$ cat config.mk
export PLATFORM = sky130hd
export DESIGN_NAME = src_ctl
export DESIGN_NICKNAME = d
export VERILOG_FILES = /design/src/rtl/srcctl_pkg.sv /design/src/rtl/srcctl_slot.sv /design/src/rtl/srcctl_pick.sv /design/src/rtl/srcctl_scan.sv /design/src/rtl/src_ctl.sv
export SDC_FILE = /design/constraint.sdc
export NUM_CORES = 1
export LEC_CHECK = 0
export BUFFER_PORTS_ARGS = -buffer_cell sky130_fd_sc_hd__buf_2
export CAP_MARGIN = 20
export CORE_UTILIZATION = 38
export CTS_CLUSTER_DIAMETER = 30
export DETAILED_ROUTE_END_ITERATION = 10
export PLACE_DENSITY_LB_ADDON = 0.12
export SLEW_MARGIN = 40
export SYNTH_ARGS = -nofsm -noshare
export SYNTH_HDL_FRONTEND = slang
export SYNTH_SLANG_ARGS = --single-unit
$ cat constraint.sdc
create_clock -name clk_i -period 2 [get_ports clk_i]
set_input_delay 0.1 -clock clk_i [delete_from_list [all_inputs] [get_ports clk_i]]
set_output_delay 0.1 -clock clk_i [all_outputs]
set_load 0.02 [all_outputs]
$ cat src/rtl/srcctl_pkg.sv
package srcctl_pkg;

  localparam logic [1:0] OP_REJ    = 2'd0;
  localparam logic [1:0] OP_EOI    = 2'd1;
  localparam logic [1:0] OP_RESEND = 2'd2;

  typedef struct packed {
    logic asserted;
    logic sent;
    logic rejected;
    logic mpend;
    logic queued;
  } src_stat_t;

endpackage

$ cat src/rtl/srcctl_slot.sv
module srcctl_slot
  import srcctl_pkg::*;
#(
  parameter bit IS_LVL = 1'b0,
  parameter int SRV_W  = 4,
  parameter int PRIO_W = 8
) (
  input  logic              clk_i,
  input  logic              rst_ni,
  input  logic              in_i,
  input  logic              issue_i,
  input  logic              rej_i,
  input  logic              eoi_i,
  input  logic              scan_i,
  input  logic              cfg_we_i,
  input  logic [SRV_W-1:0]  cfg_srv_i,
  input  logic [PRIO_W-1:0] cfg_prio_i,
  input  logic [PRIO_W-1:0] cfg_sprio_i,
  output logic              elig_o,
  output logic [SRV_W-1:0]  srv_o,
  output logic [PRIO_W-1:0] prio_o,
  output logic [PRIO_W-1:0] sprio_o
);

  src_stat_t         st_q, st_d;
  logic [SRV_W-1:0]  srv_q, srv_d;
  logic [PRIO_W-1:0] prio_q, prio_d;
  logic [PRIO_W-1:0] sprio_q, sprio_d;
  logic              unm;
  logic              rise;

  // order inside a cycle: issue, config, reject/eoi, scan, input event
  always_comb begin
    st_d    = st_q;
    srv_d   = srv_q;
    prio_d  = prio_q;
    sprio_d = sprio_q;
    rise    = 1'b0;
    if (issue_i) st_d.queued = 1'b0;
    if (cfg_we_i) begin
      srv_d   = cfg_srv_i;
      prio_d  = cfg_prio_i;
      sprio_d = cfg_sprio_i;
    end
    unm = (prio_d != '1);
    if (IS_LVL) begin
      if (rej_i || eoi_i) st_d.sent = 1'b0;
      rise          = in_i && !st_q.asserted;
      st_d.asserted = in_i;
      if ((rise || scan_i || cfg_we_i) && unm && in_i && !st_d.sent) begin
        st_d.sent   = 1'b1;
        st_d.queued = 1'b1;
      end
    end else begin
      if (rej_i) st_d.rejected = 1'b1;
      if (scan_i && st_d.rejected) begin
        st_d.rejected = 1'b0;
        if (unm) st_d.queued = 1'b1;
      end
      if (in_i) begin
        if (unm) st_d.queued = 1'b1;
        else     st_d.mpend  = 1'b1;
      end
      if (cfg_we_i && st_d.mpend && unm) begin
        st_d.mpend  = 1'b0;
        st_d.queued = 1'b1;
      end
    end
  end

  always_ff @(posedge clk_i or negedge rst_ni) begin
    if (!rst_ni) begin
      st_q    <= '0;
      srv_q   <= '0;
      prio_q  <= '1;
      sprio_q <= '1;
    end else begin
      st_q    <= st_d;
      srv_q   <= srv_d;
      prio_q  <= prio_d;
      sprio_q <= sprio_d;
    end
  end

  assign elig_o  = st_q.queued && (prio_q != '1);
  assign srv_o   = srv_q;
  assign prio_o  = prio_q;
  assign sprio_o = sprio_q;

endmodule

$ cat src/rtl/srcctl_pick.sv
module srcctl_pick #(
  parameter int N  = 8,
  parameter int IW = $clog2(N)
) (
  input  logic [N-1:0]  req_i,
  output logic          any_o,
  output logic [IW-1:0] idx_o
);

  always_comb begin
    any_o = 1'b0;
    idx_o = '0;
    for (int k = N - 1; k >= 0; k--) begin
      if (req_i[k]) begin
        any_o = 1'b1;
        idx_o = IW'(k);
      end
    end
  end

endmodule

$ cat src/rtl/srcctl_scan.sv
module srcctl_scan #(
  parameter int N  = 8,
  parameter int IW = $clog2(N)
) (
  input  logic         clk_i,
  input  logic         rst_ni,
  input  logic         start_i,
  output logic [N-1:0] hit_o
);

  logic          on_q;
  logic [IW-1:0] idx_q;

  always_ff @(posedge clk_i or negedge rst_ni) begin
    if (!rst_ni) begin
      on_q  <= 1'b0;
      idx_q <= '0;
    end else if (start_i) begin
      on_q  <= 1'b1;
      idx_q <= '0;
    end else if (on_q) begin
      if (idx_q == IW'(N - 1)) on_q <= 1'b0;
      else                     idx_q <= idx_q + 1'b1;
    end
  end

  for (genvar k = 0; k < N; k++) begin : g_hit
    assign hit_o[k] = on_q && (idx_q == IW'(k));
  end

endmodule

$ cat src/rtl/src_ctl.sv
module src_ctl
  import srcctl_pkg::*;
#(
  parameter int                 NUM_SRC  = 8,
  parameter int                 NUM_BASE = 16,
  parameter int                 NUM_W    = 8,
  parameter int                 SRV_W    = 4,
  parameter int                 PRIO_W   = 8,
  parameter logic [NUM_SRC-1:0] LVL_MASK = 'hF0,
  localparam int                IDX_W    = $clog2(NUM_SRC)
) (
  input  logic               clk_i,
  input  logic               rst_ni,
  input  logic [NUM_SRC-1:0] src_i,
  input  logic               cfg_we_i,
  input  logic [IDX_W-1:0]   cfg_idx_i,
  input  logic [SRV_W-1:0]   cfg_srv_i,
  input  logic [PRIO_W-1:0]  cfg_prio_i,
  input  logic [PRIO_W-1:0]  cfg_sprio_i,
  input  logic               ntf_valid_i,
  input  logic [1:0]         ntf_op_i,
  input  logic [NUM_W-1:0]   ntf_num_i,
  output logic               req_valid_o,
  input  logic               req_ready_i,
  input  logic               req_rej_i,
  output logic [NUM_W-1:0]   req_num_o,
  output logic [SRV_W-1:0]   req_srv_o,
  output logic [PRIO_W-1:0]  req_prio_o,
  output logic [PRIO_W-1:0]  req_sprio_o
);

  logic               ntf_rej, ntf_eoi, ntf_rs, hs;
  logic [NUM_SRC-1:0] rej_v, eoi_v, cfg_v, iss_v, scan_v, elig_v;
  logic [SRV_W-1:0]   srv_a   [NUM_SRC];
  logic [PRIO_W-1:0]  prio_a  [NUM_SRC];
  logic [PRIO_W-1:0]  sprio_a [NUM_SRC];
  logic               pick_any;
  logic [IDX_W-1:0]   pick_idx;

  logic               valid_q;
  logic [IDX_W-1:0]   idx_q;
  logic [NUM_W-1:0]   num_q;
  logic [SRV_W-1:0]   srv_q;
  logic [PRIO_W-1:0]  prio_q, sprio_q;

  assign ntf_rej = ntf_valid_i && (ntf_op_i == OP_REJ);
  assign ntf_eoi = ntf_valid_i && (ntf_op_i == OP_EOI);
  assign ntf_rs  = ntf_valid_i && (ntf_op_i == OP_RESEND);
  assign hs      = valid_q && req_ready_i;

  srcctl_scan #(.N(NUM_SRC), .IW(IDX_W)) u_scan (
    .clk_i  (clk_i),
    .rst_ni (rst_ni),
    .start_i(ntf_rs),
    .hit_o  (scan_v)
  );

  for (genvar k = 0; k < NUM_SRC; k++) begin : g_src
    logic num_hit;
    // exact match on the global number doubles as the range check
    assign num_hit  = (ntf_num_i == NUM_W'(NUM_BASE + k));
    assign rej_v[k] = (ntf_rej && num_hit) ||
                      (hs && req_rej_i && (idx_q == IDX_W'(k)));
    assign eoi_v[k] = ntf_eoi && num_hit;
    assign cfg_v[k] = cfg_we_i && (cfg_idx_i == IDX_W'(k));
    assign iss_v[k] = !valid_q && pick_any && (pick_idx == IDX_W'(k));

    srcctl_slot #(
      .IS_LVL(LVL_MASK[k]),
      .SRV_W (SRV_W),
      .PRIO_W(PRIO_W)
    ) u_slot (
      .clk_i      (clk_i),
      .rst_ni     (rst_ni),
      .in_i       (src_i[k]),
      .issue_i    (iss_v[k]),
      .rej_i      (rej_v[k]),
      .eoi_i      (eoi_v[k]),
      .scan_i     (scan_v[k]),
      .cfg_we_i   (cfg_v[k]),
      .cfg_srv_i  (cfg_srv_i),
      .cfg_prio_i (cfg_prio_i),
      .cfg_sprio_i(cfg_sprio_i),
      .elig_o     (elig_v[k]),
      .srv_o      (srv_a[k]),
      .prio_o     (prio_a[k]),
      .sprio_o    (sprio_a[k])
    );
  end

  srcctl_pick #(.N(NUM_SRC), .IW(IDX_W)) u_pick (
    .req_i(elig_v),
    .any_o(pick_any),
    .idx_o(pick_idx)
  );

  always_ff @(posedge clk_i or negedge rst_ni) begin
    if (!rst_ni) begin
      valid_q <= 1'b0;
      idx_q   <= '0;
      num_q   <= '0;
      srv_q   <= '0;
      prio_q  <= '0;
      sprio_q <= '0;
    end else if (hs) begin
      valid_q <= 1'b0;
    end else if (!valid_q && pick_any) begin
      valid_q <= 1'b1;
      idx_q   <= pick_idx;
      num_q   <= NUM_W'(NUM_BASE) + NUM_W'(pick_idx);
      srv_q   <= srv_a[pick_idx];
      prio_q  <= prio_a[pick_idx];
      sprio_q <= sprio_a[pick_idx];
    end
  end

  assign req_valid_o = valid_q;
  assign req_num_o   = num_q;
  assign req_srv_o   = srv_q;
  assign req_prio_o  = prio_q;
  assign req_sprio_o = sprio_q;

endmodule

==> flow_summary.toml <==
[place]
dp_hpwl_mm = 24.2
io_buffer_count = 71
gp_congestion = 0.863
dp_slack_ns = -0.233

[clock_tree]
cts_tree = "done"
cts_root_buf = "clkbuf_16"
numCtsBuffers = 53
clockBufferDepth = 3
htree_num_levels = 2
cts.sinks = 213
clkLatencyLatePin_ns = 0.55
path_clk_slew_ns = 0.05

[critical_path]
critical-path-top-delay-family = "compound AO/OA/AOI/OAI gates"
crit_path_cell_trace = "nand4_1 -> o21a_2 -> a21oi_4 -> buf_12 -> buf_16 -> a21boi_1 -> o211ai_1 -> o2111ai_1"
r2r_setup_slack_ns = -0.23
crit_path_max_fanout = 11
slowest_delay_ns = 0.53
crit_cells = 8
crit_type = "reg2reg"
r2r-start = "g_src[4].u_slot.prio_o[2]"
cp.required_ns = 2.40
arrival_ns = 2.63
cp-startpoint = "g_src[4].u_slot.prio_o[2]"
crit_buf_inv = 2
cp-end-kind = "register"
reg2reg_to = "req_sprio_o[7]"
endpoint = "req_sprio_o[7]"
ff2ff_path_depth = 8
cp_slowest_cell = "dfstp_2"
worstSetupStartpointType = "register"

[route]
viasPerCell = 5.61
num_vias = 8273
top_layer = "met5"
wl_mm = 34.7
wl_met3_mm = 1.91
wl_met1_mm = 15.4
drt_iter0_markers = 588
wl_met2_mm = 16.3
dr.pass1.iters = 8
drc = 12
wl_per_cell_um = 23.5
antenna_left = 0

[run_status]
violations = "design-rule violations, negative setup slack"
status = "complete, but fails checks"

[timing]
fin_skew_ns = 0.0160
worst_slack_ns = -0.229
setup_viol = 26
finalCritPeriodShare_pct = 111
tns_ns = -4.55
slew_viol_final = 0
worstMarginPinSlew_ns = 0.799
rsz0062_at_grt = "yes"
relSlewSlack_pct = 46.4
hold_slack_ns = 0.0677
min_period_ns = 2.23
finalHoldViolCount = 0
fmax_mhz = 449

[power_and_ir_drop]
ir_drop_v = 0.000724
power.density_nw_per_um2 = 1270
p_leak_nw = 6.29

[synth]
synth.ff_latch_count = 213
synthArstFlopShare_pct = 100
synth_area_um2 = 10200
synth_edf_count = 0
syn-instance-count = 817
yosys_warnings = 0
synth_cell_type_count = 70
synth.avg_cell_area_um2 = 12.4
ys.flop_type = "dfstp_2"
yosysSeqAreaShare_pct = 54.0

[floorplan]
start_util_pct = 38.9
num_rows = 59
io-pin-count = 76
core-area_um2 = 26100
die-area_um2 = 27400
dieWidth_um = 166
die_h_um = 166

[grt]
grt_pass1_vias = 8916
grt_pass1_wl_mm = 53.5
grt_usage_pct = 25.7
grt_remaining_overflow = 0
antenna_found_initial = 2
grt_max_degree = 67

[job]
cap_viol_max_count = 0

[layout]
n_antenna_cell = 0
area_growth_pct = 45.7
fin_nets = 1148
final_layout_size_suffix_gt1_share_pct = 58.3
nFillCells = 2171
final_cell_mix = "mux2_2 (145), buf_4 (130), dfstp_2 (128)"
mostFrequentLayoutCell = "mux2_2"

[hold_path]
hp-class = "in2reg"
hold-path-cell-count = 2
## state kept, by name, summed over array words and instances, names as in the netlist
signal	count
u_scan.on_q	1
idx_q	2
req_num_o	2
g_src.u_slot.sprio_o	64
g_src.u_slot.st_q	24
req_valid_o	1
req_srv_o	4
req_sprio_o	8
u_scan.idx_q	3
g_src.u_slot.srv_o	32
req_prio_o	8
g_src.u_slot.prio_o	64
## per-layer routing
metal  vias up  global-route usage [%]
met1      4227                    34.2
met2       255                    41.3
met3        76                    5.04
met5         -                       0
met4         4                    9.83
li1       3711                       -
## worst min-delay path by stage
stage	start	end	slack [ns]
floorplan	rst_ni	g_src[0].u_slot.srv_o[0]	-0.20
global placement	rst_ni	g_src[7].u_slot.srv_o[2]	0.16
detailed placement	rst_ni	g_src[5].u_slot.srv_o[2]	0.17
CTS	cfg_prio_i[3]	g_src[2].u_slot.prio_o[3]	0.05
global route	cfg_prio_i[5]	g_src[4].u_slot.prio_o[5]	0.05
finish	cfg_prio_i[3]	g_src[2].u_slot.prio_o[3]	0.07
## logic make-up (layout without fill, tap and decap cells)
family | count (synthesis) | count (layout) | share of synthesized area (%)
flip-flops | 213 | 213 | 54.0
AND/OR/NAND/NOR | 190 | 190 | 10.7
AO/OA/AOI/OAI | 184 | 184 | 14.3
multiplexers | 152 | 152 | 16.8
buffers and inverters | 70 | 389 | 3.44
adder cells (fa/ha/maj) | 6 | 6 | 0.738
other | 1 | 4 | 0.0369
XOR/XNOR | 1 | 1 | 0.0861
## report_power, final
part	internal [W]	switching [W]
registers	0.00567	0.000613
logic	0.00161	0.00164
clock network	0.00657	0.00265
total	0.0138	0.00490
## synthesized netlist by cell type, types with 6 or more instances
cell type	count	area share, %
and3_1	17	1.0
o211ai_1	17	1.3
clkbuf_1	12	0.44
mux2i_1	6	0.59
a22o_1	9	0.78
nand2_1	66	2.4
a32oi_1	17	1.5
o2bb2ai_1	9	0.78
nor2_1	14	0.52
buf_2	24	1.2
o21ai_0	13	0.64
buf_4	7	0.52
nand4_1	26	1.6
a31oi_1	7	0.43
dfstp_2	128	33
a22oi_1	8	0.59
inv_1	21	0.78
o2111ai_1	17	1.5
nand3_1	22	1.1
mux2_2	146	16
a221oi_1	12	1.0
o21a_1	6	0.44
and4_1	10	0.86
a21oi_1	13	0.64
dfrtp_1	85	21
ha_1	6	0.74
a21boi_0	18	1.3
a222oi_1	6	0.59
## repair_timing
action / in CTS / in global routing
hold buffers: 28 / 0
pin swaps: 24 / 11
gates cloned: 2 / 0
resized for setup: 39 / 29
hold endpoints to repair: 177 / 0
endpoints found under the setup margin: 27 / 31
buffers inserted: 18 / 5
## layout make-up
type	instances	area [µm²]	area share, %
inverter	21	78.8	0.532
clock inverter	35	528	3.56
clock buffer	64	1420	9.57
timing repair buffer	269	2310	15.6
multi-input combinational	537	4570	30.9
tap	335	419	2.83
sequential	213	5490	37.0
## metrics by stage
stage          std cells  power (W)  area (µm²)  utilization (%)
2_1_floorplan        820    0.00779       10200                -
3_3_place_gp        1325    0.00930       12100             46.2
3_5_place_dp        1325    0.00940       12100             46.2
4_1_cts             1471     0.0188       14700             56.2
5_1_grt             1474     0.0195       14800             56.7
6_report            1474     0.0188       14800             56.7
No activity file was read; power rests on OpenSTA's default activity.
